==> src/rtl/tmr_cnt_pkg.sv <==
package tmr_cnt_pkg;
  localparam int unsigned CNT_W  = 8;
  localparam int unsigned CSEL_W = 3;

  typedef enum logic [1:0] {
    STEP_HOLD  = 2'd0,
    STEP_CLEAR = 2'd1,
    STEP_UP    = 2'd2,
    STEP_DOWN  = 2'd3
  } step_e;
endpackage

==> src/rtl/tmr_rst_sync.sv <==
module tmr_rst_sync #(
  parameter int unsigned STAGES = 2
) (
  input  logic clk,
  input  logic rst_n,
  output logic rst_n_sync
);
  logic [STAGES-1:0] sync_q;
  logic [STAGES-1:0] sync_d;

  always_comb begin
    sync_d = {sync_q[STAGES-2:0], 1'b1};
  end

  always_ff @(posedge clk or negedge rst_n) begin
    if (!rst_n) begin
      sync_q <= '0;
    end else begin
      sync_q <= sync_d;
    end
  end

  assign rst_n_sync = sync_q[STAGES-1];
endmodule

==> src/rtl/tmr_cnt_core.sv <==
module tmr_cnt_core
  import tmr_cnt_pkg::*;
#(
  parameter int unsigned W  = CNT_W,
  parameter int unsigned SW = CSEL_W
) (
  input  logic          clk,
  input  logic          rst_n,
  input  logic [SW-1:0] clk_sel_i,
  input  logic          tick_i,
  input  logic          dir_down_i,
  input  logic          clear_i,
  output logic [W-1:0]  count_o,
  output logic          wrap_up_o
);
  localparam logic [W-1:0] ONE  = W'(1);
  localparam logic [W-1:0] ALL1 = {W{1'b1}};

  logic         src_on;
  logic         step_en;
  step_e        step_kind;
  logic [W-1:0] count_q;
  logic [W-1:0] count_d;

  assign src_on  = |clk_sel_i;
  assign step_en = src_on & tick_i;

  always_comb begin
    if (!step_en) begin
      step_kind = STEP_HOLD;
    end else if (clear_i) begin
      step_kind = STEP_CLEAR;
    end else if (dir_down_i) begin
      step_kind = STEP_DOWN;
    end else begin
      step_kind = STEP_UP;
    end
  end

  always_comb begin
    count_d = count_q;
    unique case (step_kind)
      STEP_CLEAR: count_d = '0;
      STEP_UP:    count_d = count_q + ONE;
      STEP_DOWN:  count_d = count_q - ONE;
      default:    count_d = count_q;
    endcase
  end

  always_ff @(posedge clk or negedge rst_n) begin
    if (!rst_n) begin
      count_q <= '0;
    end else if (step_en) begin
      count_q <= count_d;
    end
  end

  assign count_o   = count_q;
  assign wrap_up_o = (step_kind == STEP_UP) && (count_q == ALL1);
endmodule

==> src/rtl/tmr_cnt_bounds.sv <==
module tmr_cnt_bounds
  import tmr_cnt_pkg::*;
#(
  parameter int unsigned W = CNT_W
) (
  input  logic [W-1:0] count_i,
  input  logic         top_sel_i,
  input  logic [W-1:0] cmp_val_i,
  output logic         at_bottom_o,
  output logic         at_max_o,
  output logic         at_top_o
);
  localparam logic [W-1:0] ALL1 = {W{1'b1}};

  logic [W-1:0] top_val;

  always_comb begin
    top_val     = top_sel_i ? cmp_val_i : ALL1;
    at_bottom_o = (count_i == '0);
    at_max_o    = (count_i == ALL1);
    at_top_o    = (count_i == top_val);
  end
endmodule

==> src/rtl/tmr_ovf_flag.sv <==
module tmr_ovf_flag (
  input  logic clk,
  input  logic rst_n,
  input  logic set_i,
  input  logic wclr_i,
  output logic flag_o
);
  logic flag_q;
  logic flag_d;
  logic flag_en;

  assign flag_en = set_i | wclr_i;

  always_comb begin
    flag_d = set_i ? 1'b1 : 1'b0;
  end

  always_ff @(posedge clk or negedge rst_n) begin
    if (!rst_n) begin
      flag_q <= 1'b0;
    end else if (flag_en) begin
      flag_q <= flag_d;
    end
  end

  assign flag_o = flag_q;
endmodule

==> src/rtl/bidir_tmr_cnt.sv <==
module bidir_tmr_cnt
  import tmr_cnt_pkg::*;
(
  input  logic              clk,
  input  logic              rst_n,
  input  logic [CSEL_W-1:0] clk_sel_i,
  input  logic              tick_i,
  input  logic              dir_down_i,
  input  logic              clear_i,
  input  logic              top_sel_i,
  input  logic [CNT_W-1:0]  cmp_val_i,
  input  logic              ovf_wclr_i,
  output logic [CNT_W-1:0]  count_o,
  output logic              at_bottom_o,
  output logic              at_max_o,
  output logic              at_top_o,
  output logic              ovf_flag_o
);
  logic rst_n_sync;
  logic wrap_up;

  tmr_rst_sync #(.STAGES(2)) u_rst (
    .clk        (clk),
    .rst_n      (rst_n),
    .rst_n_sync (rst_n_sync)
  );

  tmr_cnt_core #(.W(CNT_W), .SW(CSEL_W)) u_core (
    .clk        (clk),
    .rst_n      (rst_n_sync),
    .clk_sel_i  (clk_sel_i),
    .tick_i     (tick_i),
    .dir_down_i (dir_down_i),
    .clear_i    (clear_i),
    .count_o    (count_o),
    .wrap_up_o  (wrap_up)
  );

  tmr_cnt_bounds #(.W(CNT_W)) u_bounds (
    .count_i     (count_o),
    .top_sel_i   (top_sel_i),
    .cmp_val_i   (cmp_val_i),
    .at_bottom_o (at_bottom_o),
    .at_max_o    (at_max_o),
    .at_top_o    (at_top_o)
  );

  tmr_ovf_flag u_ovf (
    .clk    (clk),
    .rst_n  (rst_n_sync),
    .set_i  (wrap_up),
    .wclr_i (ovf_wclr_i),
    .flag_o (ovf_flag_o)
  );
endmodule

==> config.mk <==
export PLATFORM = sky130hd
export DESIGN_NAME = bidir_tmr_cnt
export DESIGN_NICKNAME = d
export VERILOG_FILES = /design/src/rtl/tmr_cnt_pkg.sv /design/src/rtl/tmr_rst_sync.sv /design/src/rtl/tmr_cnt_core.sv /design/src/rtl/tmr_cnt_bounds.sv /design/src/rtl/tmr_ovf_flag.sv /design/src/rtl/bidir_tmr_cnt.sv
export SDC_FILE = /design/constraint.sdc
export NUM_CORES = 1
export LEC_CHECK = 0
export ABC_AREA = 0
export ABC_CLOCK_PERIOD_IN_PS = 2100
export BUFFER_PORTS_ARGS = -buffer_cell sky130_fd_sc_hd__buf_2
export CORE_MARGIN = 2
export CORE_UTILIZATION = 45
export DETAILED_ROUTE_END_ITERATION = 8
export GPL_ROUTABILITY_DRIVEN = 0
export PLACE_DENSITY_LB_ADDON = 0.12
export SLEW_MARGIN = 20
export SYNTH_ARGS = -nofsm -noshare
export SYNTH_HDL_FRONTEND = slang
export SYNTH_HIERARCHICAL = 1
export SYNTH_SLANG_ARGS = --single-unit
==> constraint.sdc <==
create_clock -name clk -period 2.1 [get_ports clk]
set_clock_uncertainty 0.05 [all_clocks]
set_input_delay 0.315 -clock clk [delete_from_list [all_inputs] [get_ports clk]]
set_output_delay 0.315 -clock clk [all_outputs]
set_load 0.01 [all_outputs]
# Word-level counts from Yosys, hierarchy flattened
# Cells that the tools add are included.
dict set report totals {
  in_bits 18
  reg_bits 11
  out_inout_bits 12
  word_cells 23
}
dict set report op_classes {
  n_eq_ne 5
  bitwise 2
  add_sub_neg 2
  n_reduce_logical 5
  mux 6
}
# op count
set op_table {}
lappend op_table {{$pmux 8 s3} 1}
lappend op_table {{$add 8x1->8 const B} 1}
lappend op_table {{$eq 8x8->1} 1}
lappend op_table {{$eq 8x8->1 const B} 1}
lappend op_table {{$logic_not 8->1} 1}
lappend op_table {{$mux 8} 1}
lappend op_table {{$sub 8x1->8 const B} 1}
lappend op_table {{$eq 2x2->1 const B} 2}
lappend op_table {{$mux 2} 2}
lappend op_table {{$reduce_bool 3->1} 1}
lappend op_table {{$reduce_or 3->1} 1}
lappend op_table {{$eq 2x1->1 const B} 1}
lappend op_table {{$mux 1} 2}
lappend op_table {{$reduce_and 2->1} 1}
lappend op_table {{$and 1x1->1} 1}
lappend op_table {{$logic_and 1x1->1} 1}
lappend op_table {{$or 1x1->1} 1}

# Logic depth before layout (Yosys ltp)
dict set report logic_depth {
  depth_word 6
  depth_mapped 9
  depth_no_buf 9
}

# Modules after synthesis
# Netlist, hierarchy kept.
# module area_each_um2 seq_area_each_um2 cells_each n_inst
set modules_own_cells {}
lappend modules_own_cells {tmr_cnt_core 744.5 200.2 91 1}
lappend modules_own_cells {tmr_cnt_bounds 216.5 0.0 34 1}
lappend modules_own_cells {tmr_rst_sync 53.8 50.0 3 1}
lappend modules_own_cells {tmr_ovf_flag 36.3 25.0 3 1}

# Least setup slack after synthesis
# Ideal clock, no wire load.
dict set report synth_timing {
  path_kind {input to register}
  startpoint {input port clk_sel_i[1]}
  endpoint {register u_core.count_q[7] (netlist: u_core/count_o[7])}
  required_time_ps 1963
  setup_ps 87
  arrival_time_ps 2128
  path_slack_ps -165
  path_stages 9
  n_path_buf 0
  path_cell_list {or3_4 -> nand3_4 -> inv_1 -> ha_1 -> a41o_1 -> nand2_1 -> a32oi_1 -> mux2_2 -> o211ai_1}
}
dict set report synth_via {
  elab_chain_len 6
  word_cells_on_any_way 9
  cone_classes {eq/ne (3); mux (2); bitwise (1); reduce/logical (3)}
}
# item line
set synth_rtl {}
lappend synth_rtl {{from (decl)} bidir_tmr_cnt.sv:6} ;# input logic [CSEL_W-1:0] clk_sel_i,
lappend synth_rtl {{$reduce_or 3->1 *} tmr_cnt_core.sv:25} ;# assign src_on = |clk_sel_i;
lappend synth_rtl {{$and 1x1->1 *} tmr_cnt_core.sv:26} ;# assign step_en = src_on & tick_i;
lappend synth_rtl {{$mux 2} tmr_cnt_core.sv:29} ;# if (!step_en) begin
lappend synth_rtl {{$eq 2x1->1 / $eq 2x2->1 (equally long branches)} tmr_cnt_core.sv:42} ;# unique case (step_kind)
lappend synth_rtl {{$reduce_bool 3->1 (no source line)} --}
lappend synth_rtl {{$reduce_and 2->1 (no source line)} --}
lappend synth_rtl {{to (signal assigned)} tmr_cnt_core.sv:54} ;# count_q <= count_d;
lappend synth_rtl {{to (decl)} tmr_cnt_core.sv:22} ;# logic [W-1:0] count_q;
# Every way passes the cells marked *; elsewhere a longest branch is shown, timed or not.
# A chain may end at the register's enable or synchronous reset.

# Worst setup path after layout
dict set report layout_timing {
  startpoint {input port clk_sel_i[2]}
  endpoint {register u_core.count_q[6] (netlist: u_core/count_o[6])}
}
# The elaborated chain is that of the path after synthesis.

==> impl_metrics.csv <==
group,metric,value,unit
run_status,status,"complete, no violations",
power,p_leak,0.643,nW
synth,synth_area_leader_cell,"dfrtp_1",
power,p_seq_share,32.2,%
detailed_routing,first_pass_iters,4,
worst_setup_path,cp.required,2.21,ns
synth,async_flop_share,100,%
synth,avgSynthCellArea,8.02,sq um
placement,place_hpwl,2080,um
die,ios,30,
detailed_routing,drt_iter0_markers,42,
detailed_routing,wl_met2,1390,um
detailed_routing,wl_per_cell,13.9,um
global_routing,grt_max_degree,16,
final_layout,drive_gt1_share,36.6,%
clocking,cts-htree-levels,1,
die,rows,17,
global_routing,grt_pass1_wl,4690,um
die,start_util,47.5,%
worst_setup_path,cp_max_fo,3,
die,core_area,2210,sq um
timing,finalSetupViolations,0,
worst_setup_path,critPathCaptureType,"register",
power,combPwrFrac,54.5,%
clocking,worst_skew_pair.late_latency,0.27,ns
detailed_routing,num_vias,1171,
detailed_routing,highest_layer,"met4",
timing,min_period,2.03,ns
final_layout,area_growth,32.7,%
global_routing,groute.usage.overall,22.5,%
synth,synth.distinct_cells,42,
timing,fmax,0.492,GHz
timing,hold_slack,0.104,ns
hold_path,hp-class,"reg -> async",
synth,syn-num-nets,152,
clocking,root_buffer,"clkbuf_4",
detailed_routing,wl_met3,183,um
clocking,clk_pin_slew,0.08,ns
timing,grt_setup_unrepaired,"yes",
timing,setup_ws,0.0691,ns
final_layout,fin_nets,197,
detailed_routing,drt-total-wl,2830,um
power,switching_share,42.5,%
detailed_routing,m1WireLength,1230,um
placement,dp.cells,194,
job,drv_cap,0,
clocking,cts-buffers-inserted,3,
final_layout,final_common_cell,"buf_2",
synth,ys_warn_count,6,
clocking,cts_sinks,11,
synth,syn_area,1050,sq um
power,power_density,790,nW/um^2
worst_setup_path,crit_arrival,2.14,ns
die,die_w,52.3,um
synth,ys_seq_elements,11,
synth,synthFlopType,"dfrtp_1",
detailed_routing,drc_errors,0,
detailed_routing,final_antenna_net_count,0,
worst_setup_path,crit_type,"in -> reg",
power,p_switching,0.469,mW
placement,dp_slack,-0.279,ns
power,intPower,0.633,mW
synth,synth_top_area_share,26.2,%
timing,hold_viol,0,
power,ir_drop,609,uV
clocking,cts_tree,"done",
synth,ys_seq_area_share,26.2,%
synth,synth_edf_count,0,
final_layout,final_cell_mix,"buf_2, nand2_1, buf_4",
global_routing,antenna_found_initial,0,
die,die_h,52.3,um
timing,slew_viol_final,0,
global_routing,global_route.overflow_total,0,
detailed_routing,via_per_inst,5.77,
timing,period_share,96.7,%
synth,synth_cells,131,
power,power_frac_clock,13.3,%
final_layout,diodes,0,
clocking,cts_buffer_depth,2,
global_routing,grt_pass1_vias,1092,
synth,synthTopCellsByArea,"dfrtp_1, nand2_1, a21oi_1",
final_layout,final_cells,203,
placement,io_buffers,29,
die,dieArea,2740,sq um
worst_setup_path,start_kind,"primary input",
-- final cells by class --
class	count	area (sq um)
Fill cell	192	817
Multi-Input combinational cell	110	743
Timing Repair Buffer	47	295
Sequential cell	11	280
Tap cell	28	35.0
Clock buffer	3	22.5
Inverter	3	13.8
Clock inverter	1	5.00
-- kinds of logic (layout without fill, tap and decap cells) --
family | after synthesis | count (layout) | share of synthesized area (%)
AOI/OAI and AO/OA | 40 | 40 | 24.5
and+or+nand+nor | 56 | 56 | 30.2
other | 1 | 1 | 0.357
buffers and inverters | 10 | 54 | 6.31
DFF | 11 | 11 | 26.2
adders and majority gates | 3 | 3 | 3.57
muxes | 3 | 3 | 2.98
xor gates and xnor gates | 7 | 7 | 5.83
-- synthesized netlist by cell type (all sizes together), types with 3 or more instances --
master,n
ha,3
nand2,23
buf,6
inv,3
o31ai,7
xnor2,3
xor2,4
nand4bb,4
nor4,6
nor2,7
nand2b,3
a21oi,12
dfrtp,11
o21ai,9
-- final timing paths --
check | start | to | slack [ns] | cells past startpoint
max | clk_sel_i[2] | u_core/count_o[6]$_DFFE_PN0P_ | 0.07 | 10
max reg2reg | u_core/count_o[3]$_DFFE_PN0P_ | u_core/count_o[7]$_DFFE_PN0P_ | 0.14 | 7
min reg2reg | u_rst/sync_q[1]$_DFF_PN0_ | u_core/count_o[0]$_DFFE_PN0P_ | 0.10 | 0
max in group asynchronous | u_rst/sync_q[1]$_DFF_PN0_ | u_core/count_o[5]$_DFFE_PN0P_ | 1.59 | 0
min | u_rst/sync_q[1]$_DFF_PN0_ | u_core/count_o[0]$_DFFE_PN0P_ | 0.10 | 0
min in group clk | ovf_wclr_i | u_ovf/flag_o$_DFFE_PN0P_ | 0.26 | 3
-- power by group through the flow --
| stage | clock [mW] | combinational [mW] | sequential (mW) |
|---|---|---|---|
| finish | 0.147 | 0.601 | 0.355 |
| global route | 0.164 | 0.654 | 0.368 |
| CTS | 0.153 | 0.533 | 0.371 |
| detailed placement | 0 | 0.530 | 0.373 |
| global placement | 0 | 0.514 | 0.370 |
| floorplan | 0 | 0.379 | 0.356 |
-- metrics by stage --
step           power [mW]  utilization (%)  area [sq um]  setup TNS, ns
4_1_cts              1.06             60.4          1340              0
3_3_place_gp        0.884             58.6          1300         -0.483
2_1_floorplan       0.735                -          1070         -0.162
6_report             1.10             63.1          1400              0
3_5_place_dp        0.903             58.6          1300         -0.643
5_1_grt              1.19             63.1          1400              0
-- per-layer routing --
metal	GRT usage [%]	vias up
met5	0	-
met2	41.5	53
met1	28.1	536
met3	2.57	4
li1	-	578
met4	3.85	0
-- state kept, by name (all words and copies together), names as in the netlist --
name            count
u_rst/sync_q        2
u_core/count_o      8
u_ovf/flag_o        1
-- worst max-delay path, cell delays in order --
cell     delay (ns)
buf_6          0.09
or3_4          0.39
nand3_4        0.10
xnor2_2        0.07
ha_2           0.18
o31a_1         0.27
o31a_1         0.25
nor3_2         0.11
nor3b_1        0.07
a221o_1        0.31
-- repair_timing --
action                                 CTS  global route
hold buffers                             1             0
setup endpoints to repair                1             3
buffers inserted                         0             4
pin swaps                                0             5
endpoints found under the hold margin    2             0
cloned                                   0             0
resized for setup                        1             8
No activity file was read; power rests on OpenSTA's default activity.
